==> src/rtl/seg_addr_gen.sv <==
module seg_addr_gen #(
  parameter int AW = 16,
  parameter int SH = 4,
  parameter int TW = 8
) (
  input  logic          clk,
  input  logic          rst_n,
  input  logic [1:0]    base_sel,
  input  logic [1:0]    index_sel,
  input  logic [1:0]    disp_size,
  input  logic [AW-1:0] disp,
  input  logic [AW-1:0] bx,
  input  logic [AW-1:0] bp,
  input  logic [AW-1:0] si,
  input  logic [AW-1:0] di,
  input  logic          ovr_valid,
  input  logic [1:0]    ovr_seg,
  input  logic [AW-1:0] seg_ds,
  input  logic [AW-1:0] seg_ss,
  input  logic [AW-1:0] seg_cs,
  input  logic [AW-1:0] seg_es,
  input  logic [AW-1:0] sp,
  input  logic [TW-1:0] vec_type,
  output logic [AW-1:0] ea,
  output logic [1:0]    seg_sel,
  output logic [AW-1:0] seg_base,
  output logic [AW+SH-1:0] phys_addr,
  output logic [AW+SH-1:0] push_addr,
  output logic [AW-1:0] push_sp,
  output logic [AW+SH-1:0] pop_addr,
  output logic [AW-1:0] pop_sp,
  output logic [AW+SH-1:0] ivt_off_addr,
  output logic [AW+SH-1:0] ivt_seg_addr
);
  localparam int PW = AW + SH;
  localparam int HB = AW / 2;
  localparam logic [1:0] SEG_DATA  = 2'd0;
  localparam logic [1:0] SEG_STACK = 2'd1;
  localparam logic [1:0] SEG_CODE  = 2'd2;
  localparam logic [1:0] SEG_EXTRA = 2'd3;

  logic [AW-1:0] base_v, idx_v, disp_v, ea_c, segv_c, push_sp_c;
  logic [1:0]    sel_c;
  logic [PW-1:0] ss_sh, phys_c, ivt_c;

  always_comb begin
    case (base_sel)
      2'd1:    base_v = bx;
      2'd2:    base_v = bp;
      default: base_v = '0;
    endcase
    case (index_sel)
      2'd1:    idx_v = si;
      2'd2:    idx_v = di;
      default: idx_v = '0;
    endcase
    case (disp_size)
      2'd1:    disp_v = {{HB{disp[HB-1]}}, disp[HB-1:0]};
      2'd2:    disp_v = disp;
      default: disp_v = '0;
    endcase
  end

  assign ea_c  = base_v + idx_v + disp_v;
  assign sel_c = ovr_valid ? ovr_seg : ((base_sel == 2'd2) ? SEG_STACK : SEG_DATA);

  always_comb begin
    case (sel_c)
      SEG_DATA:  segv_c = seg_ds;
      SEG_STACK: segv_c = seg_ss;
      SEG_CODE:  segv_c = seg_cs;
      SEG_EXTRA: segv_c = seg_es;
      default:   segv_c = seg_ds;
    endcase
  end

  assign phys_c    = {segv_c, {SH{1'b0}}} + {{SH{1'b0}}, ea_c};
  assign ss_sh     = {seg_ss, {SH{1'b0}}};
  assign push_sp_c = sp - AW'(2);
  assign ivt_c     = {{(PW-TW-2){1'b0}}, vec_type, 2'b00};

  always_ff @(posedge clk or negedge rst_n) begin
    if (!rst_n) begin
      ea           <= '0;
      seg_sel      <= '0;
      seg_base     <= '0;
      phys_addr    <= '0;
      push_addr    <= '0;
      push_sp      <= '0;
      pop_addr     <= '0;
      pop_sp       <= '0;
      ivt_off_addr <= '0;
      ivt_seg_addr <= '0;
    end else begin
      ea           <= ea_c;
      seg_sel      <= sel_c;
      seg_base     <= segv_c;
      phys_addr    <= phys_c;
      push_addr    <= ss_sh + {{SH{1'b0}}, push_sp_c};
      push_sp      <= push_sp_c;
      pop_addr     <= ss_sh + {{SH{1'b0}}, sp};
      pop_sp       <= sp + AW'(2);
      ivt_off_addr <= ivt_c;
      ivt_seg_addr <= ivt_c + PW'(2);
    end
  end
endmodule

==> config.mk <==
export PLATFORM = sky130hd
export DESIGN_NAME = seg_addr_gen
export DESIGN_NICKNAME = d
export VERILOG_FILES = /design/src/rtl/seg_addr_gen.sv
export SDC_FILE = /design/constraint.sdc
export NUM_CORES = 1
export LEC_CHECK = 0
export ABC_AREA = 1
export BUFFER_PORTS_ARGS = -buffer_cell sky130_fd_sc_hd__buf_2
export CORE_MARGIN = 3
export CORE_UTILIZATION = 25
export DETAILED_ROUTE_END_ITERATION = 16
export PLACE_DENSITY = 0.46
export SKIP_CTS_REPAIR_TIMING = 1
export SKIP_LAST_GASP = 1
export SYNTH_ARGS = -nofsm -noshare
export SYNTH_HDL_FRONTEND = slang
export SYNTH_SLANG_ARGS = --single-unit
==> constraint.sdc <==
create_clock -name clk -period 1.1 [get_ports clk]
set_clock_uncertainty 0.05 [all_clocks]
set_input_delay 0.11 -clock clk [delete_from_list [all_inputs] [get_ports clk]]
set_output_delay 0.11 -clock clk [all_outputs]
set_load 0.01 [all_outputs]
==> qor.txt, run 1 <==
f_max -> 301 MHz
outcome -> finished with violations
Synth Instances -> 945
Nets -> 1832
Synth-to-Final Area Change -> 89.9%
CTS tree -> built
leakage power -> 0.00775 uW
failing checks -> hold timing, setup timing
Max VDD drop -> 0.755 mV
Longest Clk Path Bufs -> 2
Via density -> 4.26
fin crit share -> 302%
Final setup violation count -> 110
EDFF count, synth -> 0
Buf+Inv Stages, Crit Path -> 7
Max Cap Viol -> 0
yosys warns -> 0
first-pass GRT wire length -> 41900 um
area of the multi-input gates -> 6030 sq um
slowest stage delay, CP -> 0.43 ns
Detailed Place HPWL -> 24400 um
gr usage total -> 15.9%
Routed WL -> 30300 um
crit path capture type -> flip-flop
RePlAce Congestion -> 0.823
setup slack after layout -> -2.22 ns
CP required -> 1.36 ns
Critical Path AT -> 3.59 ns
Primary FF master, synth -> dfrtp_1
cell taking the most area after synthesis -> dfrtp_1
layout cells sized above 1 -> 60.9%
Hold/Removal Path Class -> in2reg
cell family with most CP delay -> adder cells
crit path max fanout -> 6
overall power -> 19300 uW
clk slew on worst S/H paths -> 0.06 ns
Post-synth ARST share -> 100%
die area -> 34500 sq um
Slew Viols, Final -> 0
TritonCTS Sinks -> 124
Initial Util -> 25.5%
flops & latches, synth -> 124
Filler cells -> 3008
DR DRC count -> 0
vias in the first global route -> 8107
Avg Cell Area, Syn -> 8.55 sq um
Final Util -> 48.4%
Mapped Area -> 8080 sq um
share of the synthesized area in the top cell type -> 38.4%
total core area -> 31700 sq um
largest net degree at the start of global routing -> 35
final cell count without fillers -> 1993
Final min period -> 3.32 ns
router iterations before antenna repair -> 4
Routed Antenna Nets -> 0
htree depth -> 4
Cell Pwr Density -> 1260 nW/um^2
wire per inst -> 15.2 um
global route total overflow -> 0
CP max-delay cell -> fa_1
port bufs -> 321
CP Launch Type -> input port
DP Cell Count -> 1873
top-level I/O count -> 345
Hold Vio Cnt, Final -> 3
unrepaired setup endpoints after global routing -> true
root buffer cell -> clkbuf_16
Die Y -> 186 um
total CTS buffers -> 17
FF+latch area -> 3100 sq um
Cell variety after synth -> 43
initial antenna violation count -> 1
hold slack -> -0.0498 ns
register area share after synthesis -> 38.4%
DR iter-0 viols -> 177
Chip Width -> 186 um
Via Count -> 8497
Worst path most repeated cell -> inv_2
synth top area cells -> dfrtp_1 38%, nand2_1 9.8%, ha_1 8.8%
Core Rows -> 65
critical path class -> in2reg
power by group:
part	switching, uW	internal [uW]
clock network	2170	3230
registers	301	5350
logic	4170	4120
total	6640	12700
worst paths after layout:
path	start	to	depth (start not counted)
worst max-delay path	index_sel[1]	phys_addr[19]$_DFF_PN0_	27
worst min-delay path	sp[2]	pop_sp[2]$_DFF_PN0_	3
max in group asynchronous	rst_n	seg_base[14]$_DFF_PN0_	3
min in group asynchronous	rst_n	ivt_off_addr[5]$_DFF_PN0_	2
cell families (layout without fill, tap and decap cells):
group | after synthesis | after routing | synth area share [%]
buffers and inverters | 185 | 808 | 10.8
AND/OR/NAND/NOR | 360 | 360 | 19.4
other | 2 | 25 | 0.0929
XOR/XNOR | 77 | 77 | 8.34
AO/OA/AOI/OAI | 121 | 121 | 9.49
adder cells (fa/ha/maj) | 76 | 76 | 13.5
flip-flops | 124 | 124 | 38.4
synthesized netlist by cell type, types with 3 or more instances:
master and count:
inv_2 6, o21ai_0 19, a21oi_1 44, buf_4 44
nor3_1 8, nor2_1 48, nand2_1 211, nand2_2 5
nand3_2 5, a31oi_1 9, xnor2_1 16, a22o_1 28
o21ai_1 5, clkbuf_1 15, a22oi_1 3, nor2_2 4
nand4_1 14, fa_1 19, nand3_1 56, ha_1 57
xor2_1 61, dfrtp_1 124, inv_1 117
metal layers:
metal	track usage [%]	share of wire [%]	vias up
met3	4.12	6.7	31
met4	4.47	1.5	2
li1	-	-	4237
met5	0	0.033	-
met1	18.6	40	3944
met2	28.7	52	283
layout make-up:
type / count / area share [%]
clock buffers: 19 / 2.95
flip-flops and latches: 124 / 20.2
clock inverters: 13 / 0.750
diodes: 1 / 0.0163
well taps: 402 / 3.28
inverters: 123 / 3.38
multi-input cells: 658 / 39.3
repair buffers: 653 / 30.1
per-stage QoR:
stage	hold slack [ns]	TNS [ns]	cell area, sq um	worst slack, ns
after floorplan	-0.236	-69.20	8930	-2.50
after global placement	-0.0787	-112.67	12500	-2.76
after detailed placement	-0.0834	-113.30	12500	-2.81
after CTS	-0.538	-73.87	13000	-2.36
after global routing	-0.0434	-93.35	15300	-2.42
final	-0.0498	-81.86	15300	-2.22
cells in the final DEF (no fill, tap or decap), types with 6 or more instances in the layout:
| master | count |
|---|---|
| a31oi_4 | 6 |
| dlygate4sd3_1 | 20 |
| ha_1 | 17 |
| buf_12 | 14 |
| nor2_2 | 18 |
| a21oi_4 | 7 |
| o21ai_2 | 8 |
| a21oi_2 | 26 |
| nand4_1 | 14 |
| nand3_1 | 21 |
| inv_1 | 91 |
| o21ai_4 | 6 |
| a22o_1 | 28 |
| nor2_4 | 10 |
| a21oi_1 | 12 |
| nand3_2 | 35 |
| xor2_4 | 8 |
| xnor2_1 | 8 |
| clkbuf_16 | 17 |
| nand2_1 | 159 |
| ha_4 | 40 |
| buf_8 | 8 |
| nand2_4 | 16 |
| inv_2 | 22 |
| nand2_2 | 42 |
| dfrtp_1 | 124 |
| buf_2 | 308 |
| xor2_1 | 41 |
| fa_1 | 15 |
| nor2_1 | 26 |
| buf_4 | 248 |
| o21ai_1 | 8 |
| buf_6 | 55 |
| conb_1 | 24 |
| xnor2_2 | 7 |
| xor2_2 | 12 |
state kept, by name (all words and copies together) (netlist names):
name,count
seg_sel,2
ivt_off_addr,7
seg_base,16
pop_addr,19
pop_sp,16
push_addr,16
phys_addr,20
ea,12
ivt_seg_addr,2
push_sp,14
Power figures use the tool's default switching activity.
==> inputs of run 2 (changes only) <==
- HOLD_SLACK_MARGIN: unset -> 0.06
==> run 2 against run 1 <==
Against the previous run: the run still ends with hold timing, setup timing left; core utilization grew 0.15 points; worst setup slack better by 0.0018 ns; wire length about the same; largest cell class unchanged.
==> qor.txt, run 2 (same netlist as run 1, synthesis figures left out) <==
most frequent cells in the layout -> 308 x buf_2, 248 x buf_4, 159 x nand2_1
critical path class -> in2reg
CP max-delay cell -> fa_1
Final setup violation count -> 112 (+1.8%)
largest reg by FF count -> phys_addr
Max VDD drop -> 0.755 mV (about the same)
Initial Util -> 25.5% (unchanged)
TritonCTS Sinks -> 124 (unchanged)
Hold Vio Cnt, Final -> 3 (unchanged)
Core Rows -> 65 (unchanged)
first-pass GRT wire length -> 41900 um (unchanged)
vias in the first global route -> 8107 (unchanged)
outcome -> finished with violations
CP required -> 1.36 ns (about the same)
total core area -> 31700 sq um (unchanged)
worst setup path start -> base_sel[1]
wire per inst -> 15.1 um (-0.22%)
Chip Width -> 186 um (unchanged)
Pint -> 12700 uW (+0.11%)
global route total overflow -> 0 (unchanged)
setup slack after layout -> -2.22 ns (+0.00179 ns)
largest net degree at the start of global routing -> 35 (unchanged)
Logic pwr share -> 42.9% (about the same)
root buffer cell -> clkbuf_16
initial antenna violation count -> 1 (unchanged)
crit path max fanout -> 8 (+2)
layout cells sized above 1 -> 60.7% (-0.19 points)
Routed Antenna Nets -> 0 (unchanged)
unrepaired setup endpoints after global routing -> true
Slew Viols, Final -> 0 (unchanged)
CTS tree -> built
Longest Clk Path Bufs -> 2 (unchanged)
ant diodes -> 0 (-1)
gr usage total -> 15.9% (unchanged)
Final Util -> 48.5% (+0.15 points)
Synth-to-Final Area Change -> 90.5%
Die Y -> 186 um (unchanged)
Max Cap Viol -> 0 (unchanged)
Nets -> 1837 (+0.27%)
Worst path most repeated cell -> inv_2
Clk pwr share -> 27.9% (about the same)
Cell Pwr Density -> 1260 nW/um^2 (-0.27%)
Detailed Place HPWL -> 24400 um (unchanged)
top-level I/O count -> 345 (unchanged)
commonest non-fill, non-tap cell in the layout -> buf_2
Routed WL -> 30200 um (about the same)
crit path capture type -> flip-flop
leakage power -> 0.00777 uW (+0.27%)
DR iter-0 viols -> 164 (-7.3%)
total CTS buffers -> 17 (unchanged)
slowest stage delay, CP -> 0.49 ns (+0.06 ns)
DR DRC count -> 0 (unchanged)
sw frac -> 34.3% (-0.048 points)
Via density -> 4.25 (-0.22%)
min-delay src -> sp[2]
die area -> 34500 sq um (unchanged)
clk slew on worst S/H paths -> 0.06 ns (about the same)
Critical Path AT -> 3.58 ns (about the same)
CP Launch Type -> input port
htree depth -> 4 (unchanged)
failing checks -> hold timing, setup timing
Largest regs -> phys_addr: 20 flops, pop_addr: 19 flops
Via Count -> 8495 (-0.024%)
router iterations before antenna repair -> 4 (unchanged)
Seq pwr share -> 29.2% (about the same)
max reg flops -> 20 (unchanged)
Final min period -> 3.32 ns (-0.00179 ns)
RePlAce Congestion -> 0.823 (unchanged)
port bufs -> 321 (unchanged)
f_max -> 301 MHz (about the same)
Hold/Removal Path Class -> in2reg
hold slack -> -0.0467 ns (+0.00308 ns)
fin crit share -> 302% (about the same)
switching pwr -> 6630 uW (-0.10%)
-- run 2: cell types whose count changed in the layout (fill, tap and decap cells not counted), sizes merged --
cell / before / now
dlygate4sd3: 20 / 25
diode: 1 / 0
-- run 2: worst paths after layout --
check	cells after the start	end	slack, ns
worst max-delay path	27	phys_addr[19]$_DFF_PN0_	-2.22
worst min-delay path	3	pop_sp[2]$_DFF_PN0_	-0.05
max in group asynchronous	3	seg_base[14]$_DFF_PN0_	0.48
min in group asynchronous	2	ivt_off_addr[5]$_DFF_PN0_	0.05
-- run 2: critical path, delay by kind of cell --
kind / cells / cell delay (ns)
fa+ha+maj: 5 / 1.52
simple gates: 12 / 1.07
buf+inv: 7 / 0.48
compound gates: 2 / 0.20
xor+xnor: 1 / 0.18
-- run 2: through the flow --
step	instances	instance area (sq um)	setup slack (ns)	setup TNS [ns]	power, uW
after floorplan	967	8930	-2.50	-69.20	9040
after global placement	1873	12500	-2.76	-112.67	12400
after detailed placement	1873	12500	-2.81	-113.30	12400
after CTS	1905	13000	-2.36	-73.87	17900
after global routing	1997	15400	-2.42	-95.50	20500
final	1997	15400	-2.22	-83.90	19300
-- run 2: power groups by stage --
stage	Combinational [uW]	Sequential (uW)	Clock, uW
after floorplan	2970	6070	0
after global placement	6650	5760	0
after detailed placement	6670	5770	0
after CTS	6700	5690	5540
after global routing	9080	5730	5710
final	8310	5650	5390
-- run 2: layout make-up --
cell class / count / area (sq um)
Tap cell: 402 / 503
Timing Repair Buffer: 658 / 4670
Clock buffer: 19 / 453
Fill cell: 3004 / 16300
Sequential cell: 124 / 3100
Clock inverter: 13 / 115
Inverter: 123 / 519
Multi-Input combinational cell: 658 / 6030
-- run 2: routing by layer --
| layer | GRT usage [%] | up-vias | wire length, um |
|---|---|---|---|
| met5 | 0 | - | 10 |
| met4 | 4.47 | 2 | 444 |
| met3 | 4.12 | 31 | 1980 |
| met2 | 28.7 | 274 | 15600 |
| met1 | 18.6 | 3944 | 12200 |
| li1 | - | 4244 | - |
